==> src/rtl/fmm_pkg.sv <==
package fmm_pkg;
    typedef enum logic [1:0] {
        OP_MIN    = 2'd0,
        OP_MAX    = 2'd1,
        OP_MINMAG = 2'd2,
        OP_MAXMAG = 2'd3
    } op_e;

    typedef enum logic [1:0] {
        POL_QMISS   = 2'd0,
        POL_PROP    = 2'd1,
        POL_ALLMISS = 2'd2,
        POL_SPARE   = 2'd3
    } pol_e;

    typedef enum logic [2:0] {
        DEC_NUM,
        DEC_TAKE_A,
        DEC_TAKE_B,
        DEC_QUIET_A,
        DEC_QUIET_B,
        DEC_QUIET_PICK
    } dec_e;
endpackage

==> src/rtl/fmm_classify.sv <==
module fmm_classify #(
    parameter int EXP_W  = 8,
    parameter int FRAC_W = 23
) (
    input  logic [EXP_W+FRAC_W:0] val,
    output logic                  is_nan,
    output logic                  is_snan
);
    localparam int W = 1 + EXP_W + FRAC_W;

    logic exp_ones;
    logic frac_nz;

    always_comb begin
        exp_ones = &val[W-2:FRAC_W];
        frac_nz  = |val[FRAC_W-1:0];
        is_nan   = exp_ones && frac_nz;
        is_snan  = is_nan && !val[FRAC_W-1];
    end
endmodule

==> src/rtl/fmm_order.sv <==
module fmm_order #(
    parameter int EXP_W  = 8,
    parameter int FRAC_W = 23
) (
    input  logic [EXP_W+FRAC_W:0] a,
    input  logic [EXP_W+FRAC_W:0] b,
    output logic                  a_below_b,
    output logic                  b_below_a,
    output logic                  mag_a_below,
    output logic                  mag_b_below
);
    localparam int W = 1 + EXP_W + FRAC_W;

    logic [W-1:0] key_a;
    logic [W-1:0] key_b;

    // Sign-magnitude values mapped onto a monotonic unsigned key
    always_comb begin
        key_a       = a[W-1] ? ~a : {1'b1, a[W-2:0]};
        key_b       = b[W-1] ? ~b : {1'b1, b[W-2:0]};
        a_below_b   = key_a < key_b;
        b_below_a   = key_b < key_a;
        mag_a_below = a[W-2:0] < b[W-2:0];
        mag_b_below = b[W-2:0] < a[W-2:0];
    end
endmodule

==> src/rtl/fmm_decide.sv <==
module fmm_decide
    import fmm_pkg::*;
(
    input  op_e  op,
    input  pol_e pol,
    input  logic nan_a,
    input  logic snan_a,
    input  logic nan_b,
    input  logic snan_b,
    input  logic a_below_b,
    input  logic b_below_a,
    input  logic mag_a_below,
    input  logic mag_b_below,
    output dec_e dec,
    output logic plain_pick_a,
    output logic num_pick_a,
    output logic invalid
);
    logic min_type;

    always_comb begin
        min_type     = (op == OP_MIN) || (op == OP_MINMAG);
        plain_pick_a = min_type ? !b_below_a : !a_below_b;
        unique case (op)
            OP_MIN, OP_MAX: num_pick_a = plain_pick_a;
            OP_MINMAG:      num_pick_a = mag_a_below ? 1'b1 :
                                         (mag_b_below ? 1'b0 : plain_pick_a);
            OP_MAXMAG:      num_pick_a = mag_b_below ? 1'b1 :
                                         (mag_a_below ? 1'b0 : plain_pick_a);
            default:        num_pick_a = plain_pick_a;
        endcase
        invalid = snan_a || snan_b;
    end

    always_comb begin
        dec = DEC_NUM;
        unique case (pol)
            POL_PROP: begin
                if (nan_a && nan_b)  dec = DEC_QUIET_PICK;
                else if (nan_a)      dec = DEC_QUIET_A;
                else if (nan_b)      dec = DEC_QUIET_B;
                else                 dec = DEC_NUM;
            end
            POL_ALLMISS: begin
                if (nan_a && nan_b)  dec = DEC_QUIET_PICK;
                else if (nan_a)      dec = DEC_TAKE_B;
                else if (nan_b)      dec = DEC_TAKE_A;
                else                 dec = DEC_NUM;
            end
            POL_QMISS, POL_SPARE: begin
                if (snan_a)              dec = DEC_QUIET_A;
                else if (snan_b)         dec = DEC_QUIET_B;
                else if (nan_a && nan_b) dec = DEC_QUIET_PICK;
                else if (nan_a)          dec = DEC_TAKE_B;
                else if (nan_b)          dec = DEC_TAKE_A;
                else                     dec = DEC_NUM;
            end
            default: dec = DEC_NUM;
        endcase
    end
endmodule

==> src/rtl/fmm_unit.sv <==
module fmm_unit
    import fmm_pkg::*;
#(
    parameter int EXP_W  = 8,
    parameter int FRAC_W = 23
) (
    input  logic                  clk,
    input  logic                  rst,
    input  logic                  in_valid,
    input  logic [EXP_W+FRAC_W:0] in_a,
    input  logic [EXP_W+FRAC_W:0] in_b,
    input  logic [1:0]            in_op,
    input  logic [1:0]            in_pol,
    output logic                  out_valid,
    output logic [EXP_W+FRAC_W:0] out_result,
    output logic                  out_invalid
);
    localparam int W = 1 + EXP_W + FRAC_W;
    localparam logic [W-1:0] QBIT = W'(1) << (FRAC_W - 1);

    logic nan_a, snan_a, nan_b, snan_b;
    logic a_below_b, b_below_a, mag_a_below, mag_b_below;
    logic plain_pick_a, num_pick_a, invalid_c;
    dec_e dec;
    logic [W-1:0] sel_c;

    fmm_classify #(.EXP_W(EXP_W), .FRAC_W(FRAC_W)) u_cls_a (
        .val(in_a), .is_nan(nan_a), .is_snan(snan_a)
    );

    fmm_classify #(.EXP_W(EXP_W), .FRAC_W(FRAC_W)) u_cls_b (
        .val(in_b), .is_nan(nan_b), .is_snan(snan_b)
    );

    fmm_order #(.EXP_W(EXP_W), .FRAC_W(FRAC_W)) u_order (
        .a(in_a), .b(in_b),
        .a_below_b(a_below_b), .b_below_a(b_below_a),
        .mag_a_below(mag_a_below), .mag_b_below(mag_b_below)
    );

    fmm_decide u_decide (
        .op(op_e'(in_op)), .pol(pol_e'(in_pol)),
        .nan_a(nan_a), .snan_a(snan_a), .nan_b(nan_b), .snan_b(snan_b),
        .a_below_b(a_below_b), .b_below_a(b_below_a),
        .mag_a_below(mag_a_below), .mag_b_below(mag_b_below),
        .dec(dec), .plain_pick_a(plain_pick_a), .num_pick_a(num_pick_a),
        .invalid(invalid_c)
    );

    // Output selection driven by the decision outcome
    always_comb begin
        unique case (dec)
            DEC_NUM:        sel_c = num_pick_a ? in_a : in_b;
            DEC_TAKE_A:     sel_c = in_a;
            DEC_TAKE_B:     sel_c = in_b;
            DEC_QUIET_A:    sel_c = in_a | QBIT;
            DEC_QUIET_B:    sel_c = in_b | QBIT;
            DEC_QUIET_PICK: sel_c = (plain_pick_a ? in_a : in_b) | QBIT;
            default:        sel_c = in_a;
        endcase
    end

    // Result register
    always_ff @(posedge clk) begin
        if (rst) begin
            out_valid   <= 1'b0;
            out_result  <= '0;
            out_invalid <= 1'b0;
        end else begin
            out_valid <= in_valid;
            if (in_valid) begin
                out_result  <= sel_c;
                out_invalid <= invalid_c;
            end
        end
    end
endmodule

==> config.mk <==
export PLATFORM = sky130hd
export DESIGN_NAME = fmm_unit
export DESIGN_NICKNAME = d
export VERILOG_FILES = /design/src/rtl/fmm_pkg.sv /design/src/rtl/fmm_classify.sv /design/src/rtl/fmm_order.sv /design/src/rtl/fmm_decide.sv /design/src/rtl/fmm_unit.sv
export SDC_FILE = /design/constraint.sdc
export NUM_CORES = 1
export LEC_CHECK = 0
export ABC_AREA = 1
export CORE_ASPECT_RATIO = 1.4
export CORE_MARGIN = 5
export CORE_UTILIZATION = 40
export CTS_CLUSTER_SIZE = 10
export DETAILED_ROUTE_END_ITERATION = 10
export PLACE_DENSITY = 0.66
export SYNTH_ARGS = -nofsm -noshare
export SYNTH_HDL_FRONTEND = slang
export SYNTH_SLANG_ARGS = --single-unit
==> constraint.sdc <==
create_clock -name clk -period 3.8 [get_ports clk]
set_input_delay 0.76 -clock clk [delete_from_list [all_inputs] [get_ports clk]]
set_output_delay 0.76 -clock clk [all_outputs]
set_load 0.02 [all_outputs]
[After elaboration in Yosys (flattened, before gate mapping)]
Cells that the tools add are included.
Storage, ports and cells
  bits in registers: 34
  output and inout bits: 34
  logic and storage cells: 59
  bits of input ports: 71
Operators by class
  bitwise logic cells: 2
  mux-type cells: 20
  magnitude comparators: 4
  reduce and logical (&&, ||, !) cells: 20
  equal/unequal tests: 10
Operator list (count)
  one-hot mux 32 bit (5 select lines): 1
  two-way mux 32 bit: 4
  less-than comparator 32 bit: 2
  inverter 32 bit: 2
  less-than comparator 31 bit: 2
  OR reduction 23 bit: 2
  two-way mux 3 bit: 7
  AND reduction 8 bit: 2
  one-hot mux 3 bit (3 select lines): 1
  == test 2 bit (second input constant): 4
  == test 3 x 2 -> 1 bit (second input constant): 2
  == test 3 bit (second input constant): 2
  two-way mux 1 bit: 6
  logical AND 1 bit: 5
  == test 2 x 1 -> 1 bit (second input constant): 2
  logical NOT 1 bit: 4
  logical NOT 2 bit: 2
  OR reduction 2 bit: 2
  logical NOT 3 bit: 1
  one-hot mux 1 bit (3 select lines): 1
  logical OR 1 bit: 2

[Longest topological paths before layout]
  depth in word-level cells: 10
  depth in mapped cells: 28

[Cells and area by module]
From an unflattened synthesis, not the netlist that was laid out.
Unflattened totals
  cell total of the unflattened synthesis: 952
  area, all modules: 5322.6 sq um
Modules (own cells, without submodules)
  fmm_unit: seq. area each 680.7 sq um, times used 1, cells each 547, area an instance 2735.1 sq um
  fmm_order: seq. area each 0.0 sq um, times used 1, cells each 313, area an instance 2175.8 sq um
  fmm_classify: seq. area each 0.0 sq um, times used 2, cells each 28, area an instance 113.9 sq um
  fmm_decide: seq. area each 0.0 sq um, times used 1, cells each 36, area an instance 183.9 sq um

[Worst setup path after synthesis]
OpenSTA, ideal clock, no wires.
  kind: input to register
  from: input in_b[31]
  to: register out_result[31]
  stages on the path: 25
  setup time: 0.109 ns
  arrival: 3.166 ns
  data required time: 3.691 ns
  slack: 0.525 ns
  buffers on the path: 3
  path through: clkbuf_1 -> buf_1 -> xnor2_1 -> ha_1 -> nand2_1 -> nand2_1 -> nand2_1 -> nand2_1 -> nand2_1 -> nand3_1 -> a21oi_1 -> nand2_1 -> nand2_1 -> nand2_1 -> nand2_1 -> nand2_1 -> nand2_1 -> nand2_1 -> nand2_4 -> nand2_4 -> buf_6 -> nand2_2 -> nand3_1 -> nand2_1 -> inv_1
On the way
  cells in the longest elaborated chain, start to end: 10
  elaborated cells between the ends (all ways): 15
RTL lines
  start: declaration: RTL line fmm_unit.sv:11  | input logic [EXP_W+FRAC_W:0] in_b,
  inverter 32 bit: RTL line fmm_order.sv:20  | key_b = b[W-1] ? ~b : {1'b1, b[W-2:0]};
  two-way mux 32 bit: RTL line fmm_order.sv:20
  less-than comparator 32 bit (on tied branches): RTL line fmm_order.sv:21, fmm_order.sv:22
  logical NOT 1 bit: RTL line fmm_decide.sv:23  | plain_pick_a = min_type ? !b_below_a : !a_below_b;
  two-way mux 1 bit: RTL line fmm_decide.sv:23
  two-way mux 1 bit (on tied branches): RTL line fmm_decide.sv:29, fmm_decide.sv:27
  two-way mux 1 bit (on tied branches): RTL line fmm_decide.sv:28, fmm_decide.sv:26
  one-hot mux 1 bit (3 select lines): RTL line fmm_decide.sv:24  | unique case (op)
  two-way mux 32 bit: RTL line fmm_unit.sv:53  | DEC_NUM: sel_c = num_pick_a ? in_a : in_b;
  one-hot mux 32 bit (5 select lines) (*): RTL line fmm_unit.sv:52  | unique case (dec)
  end signal: assignment: RTL line fmm_unit.sv:72  | out_result <= sel_c;
  end: declaration: RTL line fmm_unit.sv:15  | output logic [EXP_W+FRAC_W:0] out_result,
Mark *: on every way between the ends. The rest lies on a longest branch, timed or not.
A chain may end at the register's enable or synchronous reset.

[Final worst setup path]
  from: input in_a[5]
  to: register out_result[3]
On the way
  cells in the longest elaborated chain, start to end: 10
  elaborated cells between the ends (all ways): 33
RTL lines
  start: declaration: RTL line fmm_unit.sv:10  | input logic [EXP_W+FRAC_W:0] in_a,
  inverter 32 bit: RTL line fmm_order.sv:19  | key_a = a[W-1] ? ~a : {1'b1, a[W-2:0]};
  two-way mux 32 bit: RTL line fmm_order.sv:19
  less-than comparator 32 bit (on tied branches): RTL line fmm_order.sv:21, fmm_order.sv:22
  logical NOT 1 bit: RTL line fmm_decide.sv:23
  two-way mux 1 bit: RTL line fmm_decide.sv:23
  two-way mux 1 bit (on tied branches): RTL line fmm_decide.sv:29, fmm_decide.sv:27
  two-way mux 1 bit (on tied branches): RTL line fmm_decide.sv:28, fmm_decide.sv:26
  one-hot mux 1 bit (3 select lines): RTL line fmm_decide.sv:24
  two-way mux 32 bit: RTL line fmm_unit.sv:53
  one-hot mux 32 bit (5 select lines) (*): RTL line fmm_unit.sv:52
Marked as above.

==> results.md <==
CTS:
- The clock tree from TritonCTS is done.
- The H-tree depth reported by CTS is 2.
- After clock tree synthesis, the clock-pin slew on the worst setup and hold paths is 0.06 ns.
- In this run, CTS created clock tree buffers numbering 5.
- Clock tree synthesis found a total of 34 sinks.
- The root buffer cell chosen for the clock tree is sky130_fd_sc_hd__clkbuf_16.
- The count of hold buffers inserted by post-cts repair is 0.
- In this run, post-CTS repair resized a total of 0 instances.
- The clock passes through at most 2 buffers.
- The total setup buffers inserted after CTS is 0.
- For the worst-skew pair, the clock arrives at the later sink with an insertion delay of 0.28 ns.

Flow run:
- The tool flagged a number of max-cap violations equal to 0.

Logic synthesis:
- The yosys synthesis warning count is 0.
- The share of the yosys chip area belonging to registers is 14.5%.
- The cell area that synthesis handed to floorplanning was 0.00469 mm².
- The post-synthesis register bit count is 34.
- Counting every instance in the synthesized netlist gives 764.
- The synthesized netlist contains 31 unique library cells.
- The number of nets in the synthesized netlist is 900.
- The post-synthesis area per instance is 6.14 µm².

Timing:
- The measured slew at the worst slew-check pin is 0.540 ns.
- The max-slew violation count is 0.
- The worst slew slack as a fraction of its limit is 64.0%.
- The worst clock skew on the final layout is 0 ns.
- Setup repair after global routing left no endpoint under its margin.
- The number of hold violations in the final report came to 0.
- The maximum achievable frequency is 0.297 GHz.
- Setup violations remaining at the end of the flow were counted as 0.
- The routed design could run at a clock period as short as 3.37 ns.
- The accumulated negative setup slack is 0 ns.
- The ratio of final minimum period to clock period is 88.7%.

Critical path:
- The worst setup path is captured at a register.
- The slowest stage cell on the critical path is sky130_fd_sc_hd__clkdlybuf4s50_1.
- At the worst endpoint, the required time is 3.98 ns.
- The largest single stage delay on the critical path is 0.60 ns.
- The kind of start point of the critical path is an input port.
- Data on the critical path arrives at its endpoint at 3.55 ns.
- The type of the setup path with the least slack is input port to register.
- The most numerous cell type found on the critical path is sky130_fd_sc_hd__nand2_1.
- Of all nets on the critical path, the largest fanout is 15.
- The signal on the critical path passes through clkdlybuf4s50_1 -> xor2_1 -> ha_1 -> a21oi_1 -> nor2_1 -> nor2_1 -> nand2_1 -> nand2_1 -> nand2_1 -> nand2_1 -> nand2_1 -> nand2_1 -> nand2_1 -> nand2_1 -> nand2_1 -> nand2_1 -> nand2_1 -> nand2_4 -> nand2_4 -> buf_4 -> nand2_1 -> nand3_1 -> nand2_1 -> inv_1.

Drt:
- Once detail routing completed, the nets flagged for antenna violations numbered 0.
- The first detailed-routing pass took 4 iterations.
- The detailed router finished its first iteration with 155 violations.
- Wires add up to 14200 µm.
- The post-route DRC violation count is 0.
- The total number of vias is 4878.
- In the routed layout, each cell is associated on average with a via count of 4.88.
- The routed wirelength normalized by instance count is 14.2 µm.

Place:
- The number of buffers inserted by port buffering is 104.
- Summed over all nets, the half-perimeter wirelength after detailed placement is 11400 µm.
- Routability-driven placement finished with a final weighted congestion of 0.912.
- In this run, placement finished with an instance count of 994.

Cells and area:
- The most common cell after layout, fill and taps aside is sky130_fd_sc_hd__nand2_1.
- The net count reported at finish is 993.
- The top cell types in the final layout, fill and taps aside, are sky130_fd_sc_hd__nand2_1, sky130_fd_sc_hd__inv_1, sky130_fd_sc_hd__nor2_1, sky130_fd_sc_hd__clkdlybuf4s50_1, sky130_fd_sc_hd__nand3_1.
- Once layout is complete, the cells apart from fillers number 1000.
- The area added between synthesis and finish is 27.4%.
- In the final layout, the share of cells above drive strength 1 is 6.31%.
- The repair_antennas step left the layout with diodes totalling 0.

Die:
- In this run the count of I/O pins placed on the die edge is 105.
- The area of the die is 0.0140 mm².
- The floorplan step set the die width to 102 µm.
- In this run the standard cell core region covers 0.0114 mm².
- The number of core rows is 46.
- For this configuration, the core starts out at a cell density of 41.2%.
- The die is 138 µm tall.

Global route:
- The via count of the first global-routing pass is 4971.
- For this run, the total global-route usage over all layers was measured as 20.7%.
- Entering global routing, the biggest net connects 35 pins.
- The initial antenna violation count is 0.
- The first global-routing pass estimated 23500 µm of wire.
- The total overflow left after global routing is 0.

Outcome:
- The flow ran to the end, and the final reports show no timing, DRC or antenna violations.

Hold path:
- The path class of the tightest hold or removal check is register to register.

Power:
- The maximum resistive drop on vdd is 0.218 mV.
- The standby leakage power is 3.19 nW.
- The power density of the placed cells is 260 mW/mm².
## logic make-up (layout without fill, tap and decap cells)
logic type / count (synthesis) / after routing / synth area share (%)
flops: 34 / 34 / 14.5
fa+ha+maj: 65 / 65 / 17.3
buf+inv: 157 / 249 / 14.3
compound gates: 48 / 48 / 5.44
simple gates: 398 / 398 / 36.8
xor+xnor: 62 / 62 / 11.6
## worst paths after layout
check | start | endpoint | slack, ns | cells after the start
setup / recovery | in_a[5] | out_result[3] | 0.43 | 24
hold / removal | out_result[22] | out_result[22] | 0.54 | 2
hold reg to reg | out_result[22] | out_result[22] | 0.54 | 2
setup reg to reg | out_result[1] | out_result[1] | 3.10 | 4
## per-stage QoR
| step | hold slack (ns) | setup slack [ns] | area, µm² | utilization (%) | power (mW) |
|---|---|---|---|---|---|
| after global placement | 0.530 | 0.184 | 5830 | 51.2 | 1.15 |
| after detailed placement | 0.538 | 0.148 | 5830 | 51.2 | 1.16 |
| after global routing | 0.581 | 0.169 | 5970 | 52.4 | 1.68 |
| final | 0.543 | 0.428 | 5970 | 52.4 | 1.55 |
| after floorplan | 0.576 | 0.525 | 4690 | - | 0.880 |
| after CTS | 0.549 | 0.425 | 5970 | 52.4 | 1.57 |
## cells in the mapped netlist
library cell	instances	area share [%]
sky130_fd_sc_hd__nand2_1	161	13
sky130_fd_sc_hd__inv_1	114	9.1
sky130_fd_sc_hd__nor2_1	110	8.8
sky130_fd_sc_hd__nand3_1	78	8.3
sky130_fd_sc_hd__ha_1	65	17
sky130_fd_sc_hd__dfxtp_1	34	15
sky130_fd_sc_hd__a21oi_1	31	3.3
sky130_fd_sc_hd__xnor2_1	31	5.8
sky130_fd_sc_hd__xor2_1	31	5.8
sky130_fd_sc_hd__nand2_2	23	3.1
sky130_fd_sc_hd__nand4_1	16	2.1
sky130_fd_sc_hd__clkinv_1	9	0.72
sky130_fd_sc_hd__o21ai_0	9	0.96
sky130_fd_sc_hd__buf_6	8	1.9
sky130_fd_sc_hd__clkbuf_1	8	0.64
sky130_fd_sc_hd__buf_1	7	0.56
sky130_fd_sc_hd__buf_2	4	0.43
sky130_fd_sc_hd__nor3_1	4	0.43
sky130_fd_sc_hd__buf_4	3	0.48
sky130_fd_sc_hd__inv_2	3	0.24
sky130_fd_sc_hd__nand2_4	3	0.72
sky130_fd_sc_hd__nor2_2	2	0.27
sky130_fd_sc_hd__o21ai_1	2	0.21
sky130_fd_sc_hd__a21boi_1	1	0.16
sky130_fd_sc_hd__a21o_1	1	0.16
sky130_fd_sc_hd__clkbuf_4	1	0.16
sky130_fd_sc_hd__nand3_2	1	0.21
sky130_fd_sc_hd__o211ai_1	1	0.16
sky130_fd_sc_hd__o21a_1	1	0.16
sky130_fd_sc_hd__o21bai_1	1	0.16
sky130_fd_sc_hd__o31ai_1	1	0.16
## layout make-up
type                       count  area, µm²
inverter                     126        473
timing repair buffer         117       1160
sequential                    34        681
clock buffer                   6        139
tap                          144        180
fill                        1236       5420
multi-input combinational    573       3340
## where the power goes
part | leakage, nW | switching, mW | internal, mW
sequential | 0.282 | 0.0191 | 0.388
combinational | 2.84 | 0.412 | 0.329
clock | 0.0688 | 0.152 | 0.254
## per-layer routing
layer / up-vias / GRT usage, % / share of wire, %
met2: 98 / 39.3 / 54
met1: 2200 / 22.6 / 39
li1: 2556 / - / -
met3: 24 / 3.67 / 4.6
met5: - / 0 / 0
met4: 0 / 6.09 / 2.5
## worst max-delay path, delay by kind of cell
family          cells  cell delay, ns
xor+xnor            1            0.18
fa+ha+maj           1            0.26
compound gates      1            0.16
buf+inv             3            0.83
simple gates       18            1.36
## registers in the layout, summed over array words and instances, names as in the netlist
name / count
out_result: 32
out_invalid: 1
out_valid: 1
(Power assumes the default switching activity.)
